==> src/rtl/tbank_pkg.sv <==
package tbank_pkg;
  // register offsets inside one down-timer block
  localparam int OFS_LOAD = 'h0;
  localparam int OFS_VAL  = 'h4;
  localparam int OFS_CTRL = 'h8;
  localparam int OFS_CLR  = 'hC;
  // free counter registers
  localparam int FREE_LO  = 'h60;
  localparam int FREE_HI  = 'h64;
  // control bit positions
  localparam int CB_RUN   = 7;
  localparam int CB_RELD  = 6;
  localparam int CB_FAST  = 3;
  localparam int HI_RUN   = 8;

  localparam int NUM_DOWN = 3;

  function automatic int block_base(input int idx);
    case (idx)
      0:       return 'h00;
      1:       return 'h20;
      default: return 'h80;
    endcase
  endfunction
endpackage

==> src/rtl/down_timer.sv <==
module down_timer #(
  parameter int W = 16
) (
  input  logic         clk,
  input  logic         rst,
  input  logic         tick_slow,
  input  logic         tick_fast,
  input  logic         ld_we,
  input  logic         ctl_we,
  input  logic         clr_we,
  input  logic [W-1:0] wdata,
  input  logic [2:0]   ctl_in,   // {run, reload, fast}
  output logic [W-1:0] cnt_o,
  output logic [W-1:0] load_o,
  output logic [2:0]   ctl_o,
  output logic         irq_o
);
  logic run, reld, fast;
  logic tick_sel, step, under;

  assign ctl_o    = {run, reld, fast};
  assign tick_sel = fast ? tick_fast : tick_slow;
  assign step     = run && tick_sel;
  assign under    = step && !ld_we && (cnt_o == '0);

  always_ff @(posedge clk) begin
    if (rst) begin
      cnt_o  <= '0;
      load_o <= '0;
      run    <= 1'b0;
      reld   <= 1'b0;
      fast   <= 1'b0;
      irq_o  <= 1'b0;
    end else begin
      if (ctl_we) begin
        run  <= ctl_in[2];
        reld <= ctl_in[1];
        fast <= ctl_in[0];
      end
      if (ld_we) begin
        load_o <= wdata;
        cnt_o  <= wdata;
      end else if (step) begin
        if (cnt_o == '0) cnt_o <= reld ? load_o : '1;
        else             cnt_o <= cnt_o - 1'b1;
      end
      if (under)       irq_o <= 1'b1;
      else if (clr_we) irq_o <= 1'b0;
    end
  end

  // no selected tick while running and no load -> count holds
  a_r3_hold: assert property (@(posedge clk) disable iff (rst)
    (!(run && tick_sel) && !ld_we) |=> $stable(cnt_o));

  // periodic underflow reloads from the load register
  a_r5_reload: assert property (@(posedge clk) disable iff (rst)
    (run && tick_sel && !ld_we && cnt_o == '0 && reld) |=> (cnt_o == $past(load_o)));

  // a pending interrupt persists until a clear write
  a_r7_irq_held: assert property (@(posedge clk) disable iff (rst)
    (irq_o && !clr_we) |=> irq_o);

  // an underflow always leaves the interrupt set
  a_r7_under_wins: assert property (@(posedge clk) disable iff (rst)
    (run && tick_sel && !ld_we && cnt_o == '0) |=> irq_o);
endmodule

==> src/rtl/free_counter.sv <==
module free_counter #(
  parameter int W = 40
) (
  input  logic         clk,
  input  logic         rst,
  input  logic         tick,
  input  logic         hi_we,
  input  logic         run_wr,
  output logic [W-1:0] cnt_o,
  output logic         run_o
);
  logic start;
  assign start = hi_we && run_wr && !run_o;

  always_ff @(posedge clk) begin
    if (rst) begin
      cnt_o <= '0;
      run_o <= 1'b0;
    end else begin
      if (hi_we) run_o <= run_wr;
      if (start)              cnt_o <= '0;
      else if (run_o && tick) cnt_o <= cnt_o + 1'b1;
    end
  end

  // a start from the stopped state yields zero
  a_r10_start_zero: assert property (@(posedge clk) disable iff (rst)
    (hi_we && run_wr && !run_o) |=> (cnt_o == '0));

  // stopped and not starting -> count holds
  a_r10_hold: assert property (@(posedge clk) disable iff (rst)
    (!run_o && !(hi_we && run_wr)) |=> $stable(cnt_o));

  // running tick without restart increments by one
  a_r10_up: assert property (@(posedge clk) disable iff (rst)
    (run_o && tick && !hi_we) |=> (cnt_o == $past(cnt_o) + 1'b1));
endmodule

==> src/rtl/timer_bank.sv <==
module timer_bank
  import tbank_pkg::*;
#(
  parameter int ADDR_W  = 8,
  parameter int SHORT_W = 16,
  parameter int LONG_W  = 32,
  parameter int FREE_W  = 40
) (
  input  logic                clk,
  input  logic                rst,
  input  logic                tick_slow,
  input  logic                tick_fast,
  input  logic                tick_free,
  input  logic [ADDR_W-1:0]   bus_addr,
  input  logic                bus_we,
  input  logic                bus_re,
  input  logic [31:0]         bus_wdata,
  output logic [31:0]         bus_rdata,
  output logic [NUM_DOWN-1:0] irq
);
  localparam int HI_W = FREE_W - 32;

  logic [31:0] t_load [NUM_DOWN];
  logic [31:0] t_cnt  [NUM_DOWN];
  logic [2:0]  t_ctl  [NUM_DOWN];

  genvar g;
  generate
    for (g = 0; g < NUM_DOWN; g++) begin : g_down
      localparam int TW = (g == NUM_DOWN - 1) ? LONG_W : SHORT_W;
      localparam int BA = block_base(g);
      logic [TW-1:0] cnt_w, load_w;
      logic ld_we, ctl_we, clr_we;

      assign ld_we  = bus_we && (bus_addr == ADDR_W'(BA + OFS_LOAD));
      assign ctl_we = bus_we && (bus_addr == ADDR_W'(BA + OFS_CTRL));
      assign clr_we = bus_we && (bus_addr == ADDR_W'(BA + OFS_CLR));

      down_timer #(.W(TW)) u_tmr (
        .clk      (clk),
        .rst      (rst),
        .tick_slow(tick_slow),
        .tick_fast(tick_fast),
        .ld_we    (ld_we),
        .ctl_we   (ctl_we),
        .clr_we   (clr_we),
        .wdata    (bus_wdata[TW-1:0]),
        .ctl_in   ({bus_wdata[CB_RUN], bus_wdata[CB_RELD], bus_wdata[CB_FAST]}),
        .cnt_o    (cnt_w),
        .load_o   (load_w),
        .ctl_o    (t_ctl[g]),
        .irq_o    (irq[g])
      );

      assign t_cnt[g]  = 32'(cnt_w);
      assign t_load[g] = 32'(load_w);
    end
  endgenerate

  logic [FREE_W-1:0] f_cnt;
  logic              f_run;
  logic              f_hi_we;
  logic [31:0]       f_hi_word;

  assign f_hi_we = bus_we && (bus_addr == ADDR_W'(FREE_HI));

  free_counter #(.W(FREE_W)) u_free (
    .clk   (clk),
    .rst   (rst),
    .tick  (tick_free),
    .hi_we (f_hi_we),
    .run_wr(bus_wdata[HI_RUN]),
    .cnt_o (f_cnt),
    .run_o (f_run)
  );

  always_comb begin
    f_hi_word = '0;
    f_hi_word[HI_W-1:0] = f_cnt[FREE_W-1:32];
    f_hi_word[HI_RUN]   = f_run;
  end

  logic [31:0] rd_next;
  always_comb begin
    rd_next = '0;
    for (int i = 0; i < NUM_DOWN; i++) begin
      if (bus_addr == ADDR_W'(block_base(i) + OFS_LOAD)) rd_next = t_load[i];
      if (bus_addr == ADDR_W'(block_base(i) + OFS_VAL))  rd_next = t_cnt[i];
      if (bus_addr == ADDR_W'(block_base(i) + OFS_CTRL))
        rd_next = {24'b0, t_ctl[i][2], t_ctl[i][1], 2'b00, t_ctl[i][0], 3'b000};
    end
    if (bus_addr == ADDR_W'(FREE_LO)) rd_next = f_cnt[31:0];
    if (bus_addr == ADDR_W'(FREE_HI)) rd_next = f_hi_word;
  end

  always_ff @(posedge clk) begin
    if (rst)         bus_rdata <= '0;
    else if (bus_re) bus_rdata <= rd_next;
  end

  // interrupts are low in the cycle after reset
  a_r1_irq_idle: assert property (@(posedge clk)
    rst |=> (irq == '0));

  // the control word never shows bits outside 7, 6 and 3
  a_r8_ctl_bits: assert property (@(posedge clk) disable iff (rst)
    (bus_re && bus_addr == ADDR_W'(OFS_CTRL)) |=> ((bus_rdata & 32'hFFFF_FF37) == 32'h0));
endmodule

==> config.mk <==
export PLATFORM = sky130hd
export DESIGN_NAME = timer_bank
export DESIGN_NICKNAME = d
export VERILOG_FILES = /design/src/rtl/tbank_pkg.sv /design/src/rtl/down_timer.sv /design/src/rtl/free_counter.sv /design/src/rtl/timer_bank.sv
export SDC_FILE = /design/constraint.sdc
export NUM_CORES = 1
export LEC_CHECK = 0
export ABC_AREA = 0
export BUFFER_PORTS_ARGS = -buffer_cell sky130_fd_sc_hd__buf_2
export CORE_ASPECT_RATIO = 0.8
export CORE_MARGIN = 10
export CORE_UTILIZATION = 40
export CTS_CLUSTER_DIAMETER = 200
export DETAILED_ROUTE_END_ITERATION = 6
export SYNTH_ARGS = -nofsm -noshare
export SYNTH_HDL_FRONTEND = slang
export SYNTH_HIERARCHICAL = 1
export SYNTH_SLANG_ARGS = --single-unit
==> constraint.sdc <==
create_clock -name clk -period 4.9 [get_ports clk]
set_input_delay 1.47 -clock clk [delete_from_list [all_inputs] [get_ports clk]]
set_output_delay 1.47 -clock clk [all_outputs]
set_load 0.05 [all_outputs]
# == Word-level counts from Yosys, hierarchy flattened ==
# Index checks and enable logic that the tools add are counted.
# totals
in_bits,47
reg_bits,213
wordCells,107
# classes
reduce_logical,37
addsub,4
mux,32
n_eq_ne,13
# ops
op,n
two-way mux 32 bit,9
two-way mux 16 bit,14
adder 40 x 1 -> 40 bit (second input constant),1
equality test 8 x 6 -> 1 bit (second input constant),4
equality test 8 bit (second input constant),4
logical NOT 16 bit,2
logical NOT 32 bit,1
subtractor 16 x 1 -> 16 bit (second input constant),2
subtractor 32 x 1 -> 32 bit (second input constant),1
logical AND 1 bit,22
equality test 8 x 4 -> 1 bit (second input constant),2
equality test 8 x 7 -> 1 bit (second input constant),2
nonzero test 2 bit,6
two-way mux 1 bit,9
equality test 8 x 3 -> 1 bit (second input constant),1
logical NOT 8 bit,1
logical NOT 1 bit,4
OR reduction 2 bit,1

# == Logic depth before layout (Yosys ltp) ==
# Gate-level depths: netlist of the first run.
# logic_depth
depth_word,12
depth_mapped,10
ltp_nobuf,8

# == By module ==
# The synthesis of the first run kept the hierarchy.
# by_module_without_submodules
mod,seq_area_each_um2,area_each_um2,cells_each,n_inst
down_timer (g_down[0].u_tmr ...),720.7,2067.0,238,2
down_timer (g_down[2].u_tmr),1361.3,3682.3,438,1
timer_bank,640.6,2916.5,387,1
free_counter,820.8,2010.7,236,1

# == Least setup slack after synthesis of the first run ==
# No wires, ideal clock.
# synth_timing
path_kind,input -> register
startpoint,input port bus_addr[0]
endpoint,register g_down[2].u_tmr.load_o[20]
t_arrival_ns,3.563
setup_slack_ns,1.209
setup_time_ns,0.128
path_stages,8
required_time_ns,4.772
n_path_buf,4
path_cell_list,buf_2 > nor4_1 > clkbuf_1 > and3_1 > clkbuf_1 > clkbuf_1 > mux2i_1 > nor2_1
# synth_via
elab_chain_len,2
# synth_rtl
item,line,source
"start, declared",timer_bank.sv:14,"input logic [ADDR_W-1:0] bus_addr,"
equality test 8 bit,timer_bank.sv:35,assign ld_we = bus_we && (bus_addr == ADDR_W'(BA + OFS_LOAD));
logical AND 1 bit,timer_bank.sv:35,
via g_down[2].ld_we,timer_bank.sv:33,"logic ld_we, ctl_we, clr_we;"
"end signal, assigned",down_timer.sv:41,load_o <= wdata;
"end, declared",down_timer.sv:14,"output logic [W-1:0] load_o,"
# The timed path passes the listed nets, and every way through them passes these cells.
# A chain may end at the register's enable or synchronous reset.

# == Final worst setup path of the first run ==
# layout_timing
startpoint,input port bus_addr[2]
endpoint,register u_free.cnt_o[20]
# layout_via
elab_chain_len,5
# layout_rtl
item,line,source
equality test 8 x 7 -> 1 bit,timer_bank.sv:65,assign f_hi_we = bus_we && (bus_addr == ADDR_W'(FREE_HI));
logical AND 1 bit,timer_bank.sv:65,
via f_hi_we,timer_bank.sv:62,logic f_hi_we;
logical AND 1 bit (2 in series),free_counter.sv:13,assign start = hi_we && run_wr && !run_o;
OR reduction 2 bit (no line),-,
"end signal, assigned",free_counter.sv:22,else if (run_o && tick) cnt_o <= cnt_o + 1'b1;
"end, declared",free_counter.sv:9,"output logic [W-1:0] cnt_o,"
# The timed path passes the listed nets, and every way through them passes these cells.

==> out/results.tsv, run 1 <==
metric	value	unit
dpl ws	1.01	ns
Ports	82	
final setup margin	1.47	ns
die area	39400	um2
cell taking the most area after synthesis	dfxtp_1	
Pwr per Cell Area	303	nW/um2
Core Region	31400	um2
non-filler instance count after layout	1980	
site row count	58	
Synth Area in XOR/XNOR	3.23	%
Seq cells post-synth	213	
RSZ-0062 raised after global routing	no	
adder-cell share of the synthesized area	0.687	%
Setup TNS	0	ns
FFs w/ async S/R, synth	0	%
Worst Path Buf+Inv	3	
Crit-path slowest cell	buf_2	
CTS HTree Levels	1	
NumNets Final	1595	
outcome	completed	
most common cell after layout, fill and taps aside	dfxtp_1	
CTS tree	done	
Fin Hold WS	0.481	ns
syn nets	1591	
post-synthesis compound-gate area fraction	26.0	%
first-pass GRT wire length	70.1	mm
clk buf depth	3	
leading cell types in the layout, fill and taps excluded	213 x dfxtp_1, 155 x nor2_1, 96 x a21oi_1	
clk sink count	213	
crit path time final	3.43	ns
worst vdd ir	0.000218	V
Worst EP arrival	3.84	ns
Fmax	292	MHz
root buf cell	clkbuf_16	
CP required	5.31	ns
startpoint types	input port	
critical path type	input port to flip-flop	
Hold Vio Cnt, Final	0	
Post-Syn Instances	1537	
slowest stage delay, CP	0.59	ns
Synth area leaders	dfxtp_1 33%, mux2i_1 5.7%, nor2_1 4.6%	
Worst-Margin Slew	1.09	ns
largest net degree at the start of global routing	65	
Syn. warnings	6	
drt wl/cell	23.1	um
area share of the largest cell type after synthesis	33.5	%
Top Family by Delay on Critical Path	buffers and inverters	
Post-synth EDFFs	0	
Slew Viols, Final	0	
mux cell area share after synthesis	5.91	%
Inst Count DP	1934	
crit path cell chain	buf_2, nor4b_4, buf_4, and3_1, nand2_1, o21bai_2, buf_12, a21oi_1	
fill cell count	3073	
clock latency on the worst-skew pair	0.53	ns
TritonRoute pass-1 iters	6	
post-CTS setup buffers	0	
Synth Area in Simple Gates	23.7	%
Area Overhead vs Synth	11.6	%
Clk pin slew, worst setup/hold paths	0.06	ns
Die Span Y	180	um
clk_skew	0.00839	ns
vias per cell	6.36	
drt initial violations	1749	
number of library cell types mapped by synthesis	86	
initial antenna violation count	3	
Initial Utilization	40.6	%
vias after detailed routing	12596	
final wirelength	45.8	mm
HP Class	flip-flop to flip-flop	
max cap viols	0	
register area share after synthesis	33.5	%
die width	220	um
Num CTS Buffers	25	
Syn Area/Cell	8.29	um2
synthesized area	12700	um2
Worst Setup End Kind	flip-flop	
Worst slew margin	27.0	%
crit share post-route	70.0	%
share of cells above drive strength 1	14.8	%
largest family of logic cells by synthesized area	compound AO/OA/AOI/OAI gates	
Post-route DRC	0	
number of gates resized after cts	0	
total track usage	22.1	%
ys flop type	dfxtp_1	
Final setup viols	0	
Routed Antenna Nets	0	
IO buf count	81	
global route total overflow	0	
CTS Hold Bufs	0	
Leak	4.88	nW
Final Wtd Congestion	0.945	
vias in the first global route	11156	
Crit Path Max Fanout	39	
hpwl dp	32.6	mm
Yosys cell counts, drive strengths merged, types with 8 or more instances:
| cell | n |
|---|---|
| dfxtp | 213 |
| o211ai | 16 |
| buf | 53 |
| o221a | 8 |
| nand3b | 13 |
| a31oi | 16 |
| nand2b | 17 |
| o21ai | 69 |
| xor2 | 24 |
| and2 | 8 |
| o2111a | 8 |
| xnor2 | 23 |
| inv | 65 |
| a221oi | 44 |
| or2 | 9 |
| o22ai | 20 |
| nand3 | 31 |
| mux2i | 73 |
| o221ai | 11 |
| or3 | 36 |
| a211oi | 9 |
| nand4 | 19 |
| a22oi | 38 |
| or4 | 40 |
| nand2 | 89 |
| o21a | 8 |
| clkbuf | 78 |
| nor2b | 24 |
| nor2 | 159 |
| o31ai | 33 |
| a311oi | 18 |
| o21bai | 9 |
| nor3 | 39 |
| a21oi | 96 |
| nor4 | 36 |
layer usage:
metal,routed length [um],track usage (%),up-vias
met5,27,0,-
met4,836,4.19,4
met3,4710,3.59,60
met2,19000,30.7,671
met1,21200,34.6,6076
li1,-,-,5785
sequential cells by signal, summed over array words and instances, names as in the netlist:
| name | flops |
|---|---|
| g_down.u_tmr/run | 3 |
| g_down.u_tmr/load_o | 64 |
| u_free/run_o | 1 |
| g_down.u_tmr/reld | 3 |
| g_down.u_tmr/cnt_o | 64 |
| g_down.u_tmr/fast | 3 |
| u_free/cnt_o | 40 |
| g_down.u_tmr/irq_o | 3 |
| bus_rdata | 32 |
area by class of cell:
class                           instances  area (um2)  area share [%]
Timing Repair Buffer                  108         664            4.67
Multi-Input combinational cell       1128        7620            53.6
Inverter                               65         244            1.72
Tap cell                              420         526            3.69
Antenna cell                            1        2.50          0.0176
Clock buffer                           32         702            4.93
Clock inverter                         13         198            1.39
Sequential cell                       213        4260            30.0
tightest hold or removal path: cells and delay by family, from the launching register on:
| kind | cells | cell delay [ns] |
|---|---|---|
| flip-flops | 1 | 0.32 |
| multiplexers | 1 | 0.05 |
| AND/OR/NAND/NOR | 1 | 0.06 |
logic make-up (layout without fill, tap and decap cells):
logic type,after synthesis,in the layout
AND/OR/NAND/NOR,547,547
flip-flops,213,213
multiplexers,75,75
AO/OA/AOI/OAI,452,452
XOR/XNOR,47,47
buffers and inverters,196,218
adder cells (fa/ha/maj),7,7
other,0,1
worst paths after layout:
path,start,end,slack [ns],cells after the start
max,bus_addr[2],u_free/cnt_o[20],1.47,8
min,u_free/cnt_o[39],u_free/cnt_o[39],0.48,2
max reg2reg,g_down[2].u_tmr/cnt_o[13],g_down[2].u_tmr/cnt_o[27],1.71,7
min reg2reg,u_free/cnt_o[39],u_free/cnt_o[39],0.48,2
power by group:
part	switching [mW]	total, mW	leakage, nW	internal [mW]
sequential	0.0209	1.77	1.72	1.75
clock	0.788	2.06	0.437	1.27
combinational	0.330	0.474	2.72	0.144
total	1.14	4.31	4.88	3.17
through the flow:
stage | cell area [um2] | util [%] | total power [mW]
after global placement | 13300 | 42.4 | 2.27
after floorplan | 12700 | - | 2.13
after detailed placement | 13300 | 42.4 | 2.27
after CTS | 14200 | 45.3 | 4.31
final | 14200 | 45.3 | 4.31
after global routing | 14200 | 45.3 | 4.42
Power figures use the tool's default switching activity.
==> inputs of run 2 (changes only) <==
--- a/config.mk
+++ b/config.mk
@@ -5,7 +5,7 @@
 export SDC_FILE = /design/constraint.sdc
 export NUM_CORES = 1
 export LEC_CHECK = 0
-export ABC_AREA = 0
+export ABC_AREA = 1
 export BUFFER_PORTS_ARGS = -buffer_cell sky130_fd_sc_hd__buf_2
 export CORE_ASPECT_RATIO = 0.8
 export CORE_MARGIN = 10
==> constraint.sdc (replaced) <==
create_clock -name clk -period 2.9 [get_ports clk]
set_input_delay 0.87 -clock clk [delete_from_list [all_inputs] [get_ports clk]]
set_output_delay 0.87 -clock clk [all_outputs]
set_load 0.05 [all_outputs]
==> out/results.tsv, run 2 <==
metric	value	unit	change
Num CTS Buffers	25		unchanged
Post-Syn Instances	2102		+37%
fill cell count	3452		+12%
ANT cells	0		-1
Clk pin slew, worst setup/hold paths	0.06	ns	about the same
synth cell count leaders	633 x nand2_1, 277 x a21oi_1, 213 x dfxtp_1		
die width	224	um	+2.1%
Top Registers	g_down.u_tmr/cnt_o: 64 flops, g_down.u_tmr/load_o: 64 flops, u_free/cnt_o: 40 flops		
worst vdd ir	0.000316	V	+45%
dpl ws	0.163	ns	-0.850 ns
most common cell after layout, fill and taps aside	nand2_1		
Worst Setup End Kind	flip-flop		
Syn Area/Cell	6.35	um2	-23%
Final setup viols	0		unchanged
cell taking the most area after synthesis	dfxtp_1		
vias per cell	5.50		-14%
clock latency on the worst-skew pair	0.55	ns	+0.02 ns
drt initial violations	1754		+0.29%
startpoint types	input port		
Seq cells post-synth	213		unchanged
initial antenna violation count	0		-3
vias in the first global route	12776		+15%
area share of the largest cell type after synthesis	31.9	%	-1.5 points
Ports	82		unchanged
fin util	45.6	%	+0.37 points
hpwl dp	35.8	mm	+9.9%
Worst R2R Setup Slack	0.73	ns	-0.98 ns
final wirelength	48.0	mm	+4.9%
FFs w/ async S/R, synth	0	%	unchanged
Sw Share	24.0	%	-2.4 points
crit share post-route	76.5	%	
CTS tree	done		
Setup TNS	0	ns	unchanged
Syn. warnings	6		unchanged
Int Pwr	5.22	mW	+65%
Slew Viols, Final	0		unchanged
clk_skew	0.0294	ns	+0.0210 ns
Post-route DRC	0		unchanged
critical path type	input port to flip-flop		
Pwr per Cell Area	460	nW/um2	+52%
Initial Utilization	40.8	%	+0.26 points
outcome	completed		
IO buf count	81		unchanged
share of cells above drive strength 1	14.6	%	-0.15 points
R2R Path End	g_down[2].u_tmr/cnt_o[6]		
TritonRoute pass-1 iters	6		unchanged
clock power share	51.2	%	+3.3 points
drt wl/cell	18.5	um	-20%
Reg power frac	42.8	%	+1.7 points
syn nets	2156		+36%
Crit Path Max Fanout	17		-56%
Final Wtd Congestion	0.947		+0.23%
top-count cell post-synth	nand2_1		
combinational group share of total power	5.9	%	-5.1 points
HP Class	flip-flop to flip-flop		
P_sw	1.65	mW	+45%
worst min-delay path endpoint	bus_rdata[0]		
CTS HTree Levels	1		unchanged
Worst-Margin Slew	1.05	ns	-0.0414 ns
crit path time final	2.22	ns	
post-CTS setup buffers	0		unchanged
largest net degree at the start of global routing	59		-9.2%
register area share after synthesis	31.9	%	-1.5 points
first-pass GRT wire length	74.6	mm	+6.4%
Die Span Y	183	um	+2.1%
global route total overflow	0		unchanged
Hold Startpoint	bus_rdata[0]		
Routed Antenna Nets	0		unchanged
vias after detailed routing	14240		+13%
ys flop type	dfxtp_1		
die area	41100	um2	+4.3%
RSZ-0062 raised after global routing	no		
leading cell types in the layout, fill and taps excluded	633 x nand2_1, 277 x a21oi_1, 213 x dfxtp_1		
total track usage	22.6	%	+0.51 points
Worst EP arrival	2.68	ns	-1.16 ns
number of library cell types mapped by synthesis	43		-50%
CTS Hold Bufs	0		unchanged
hold depth	2		unchanged
r2r startpoint	g_down[2].u_tmr/cnt_o[0]		
final setup margin	0.683	ns	-0.788 ns
site row count	59		+1.7%
Area Overhead vs Synth	11.8	%	
NumNets Final	2199		+38%
Hold Vio Cnt, Final	0		unchanged
root buf cell	clkbuf_16		
Worst Reg-to-Reg Cells	11		+4
max cap viols	0		unchanged
clk buf depth	3		unchanged
Synth area leaders	dfxtp_1 32%, nand2_1 18%, a21oi_1 10%		
number of gates resized after cts	0		unchanged
Post-synth EDFFs	0		unchanged
Core Region	32700	um2	+4.1%
Fmax	451	MHz	
Leak	6.72	nW	+38%
Worst slew margin	30.2	%	+3.2 points
CP required	3.36	ns	-1.95 ns
clk sink count	213		unchanged
synthesized area	13300	um2	+4.8%
-- run 2: cell types whose count changed in the layout (fill, tap and decap cells not counted), moves of 33 or more --
cell     previous run  this run
a21oi_1            96       277
a22oi_1            38         0
inv_1              65       161
mux2i_1            73         0
nand2_1            87       633
nand3_1            31       147
nor2_1            155       191
o31ai_1            33         0
or4_1              33         0
-- run 2: routing by layer --
metal	GRT usage [%]	share of wire (%)	wire, um	up-vias
li1	-	-	-	6929
met5	0	0	0	-
met2	32.1	41	19500	616
met3	4.58	9.9	4740	56
met4	4.53	1.9	920	0
met1	34.2	48	22900	6639
-- run 2: power groups by stage --
| stage | logic [mW] | registers (mW) | clock network (mW) |
|---|---|---|---|
| 2_1_floorplan | 0.245 | 3.00 | 0 |
| 3_3_place_gp | 0.396 | 3.00 | 0 |
| 3_5_place_dp | 0.397 | 3.00 | 0 |
| 4_1_cts | 0.399 | 2.94 | 3.55 |
| 5_1_grt | 0.442 | 2.94 | 3.67 |
| 6_report | 0.408 | 2.94 | 3.52 |
-- run 2: worst max path at each step --
stage / start / cells after the start / to / slack, ns
after global routing: bus_addr[0] / 12 / u_free/cnt_o[21] / 0.50
final: bus_addr[0] / 12 / u_free/cnt_o[21] / 0.68
after floorplan: bus_addr[3] / 12 / g_down[1].u_tmr/cnt_o[8] / 0.54
after detailed placement: bus_addr[0] / 12 / u_free/cnt_o[21] / 0.16
after CTS: bus_addr[0] / 12 / u_free/cnt_o[21] / 0.70
after global placement: bus_addr[0] / 12 / u_free/cnt_o[21] / 0.21
-- run 2: logic make-up after synthesis --
group	after synthesis	synth area share, %
AO/OA/AOI/OAI	430	17.2
AND/OR/NAND/NOR	1156	39.7
flip-flops	213	31.9
adder cells (fa/ha/maj)	7	0.656
buffers and inverters	278	9.33
XOR/XNOR	18	1.18
-- run 2: critical path: stages --
cell     delay [ns]
buf_2          0.10
inv_1          0.04
nand2_2        0.10
nor2_4         0.06
nand2_1        0.17
nor2_1         0.08
nand2_1        0.10
nor2_1         0.05
nor2_2         0.54
buf_4          0.35
o21ai_1        0.10
a21oi_1        0.11
-- run 2: final cells by class --
cell class | count | area, um2 | area share [%]
multi-input cells | 1611 | 7860 | 52.6
flip-flops and latches | 213 | 4260 | 28.6
clock buffers | 35 | 723 | 4.85
inverters | 182 | 683 | 4.58
repair buffers | 112 | 678 | 4.54
well taps | 427 | 534 | 3.58
clock inverters | 11 | 184 | 1.23
-- run 2: per-stage QoR --
step,hold slack [ns],area (um2),total power [mW],cells
after floorplan,0.449,13300,3.25,2102
after global placement,0.452,14000,3.40,2545
after detailed placement,0.454,14000,3.40,2545
after CTS,0.463,14900,6.89,2591
after global routing,0.485,14900,7.05,2591
final,0.461,14900,6.87,2591
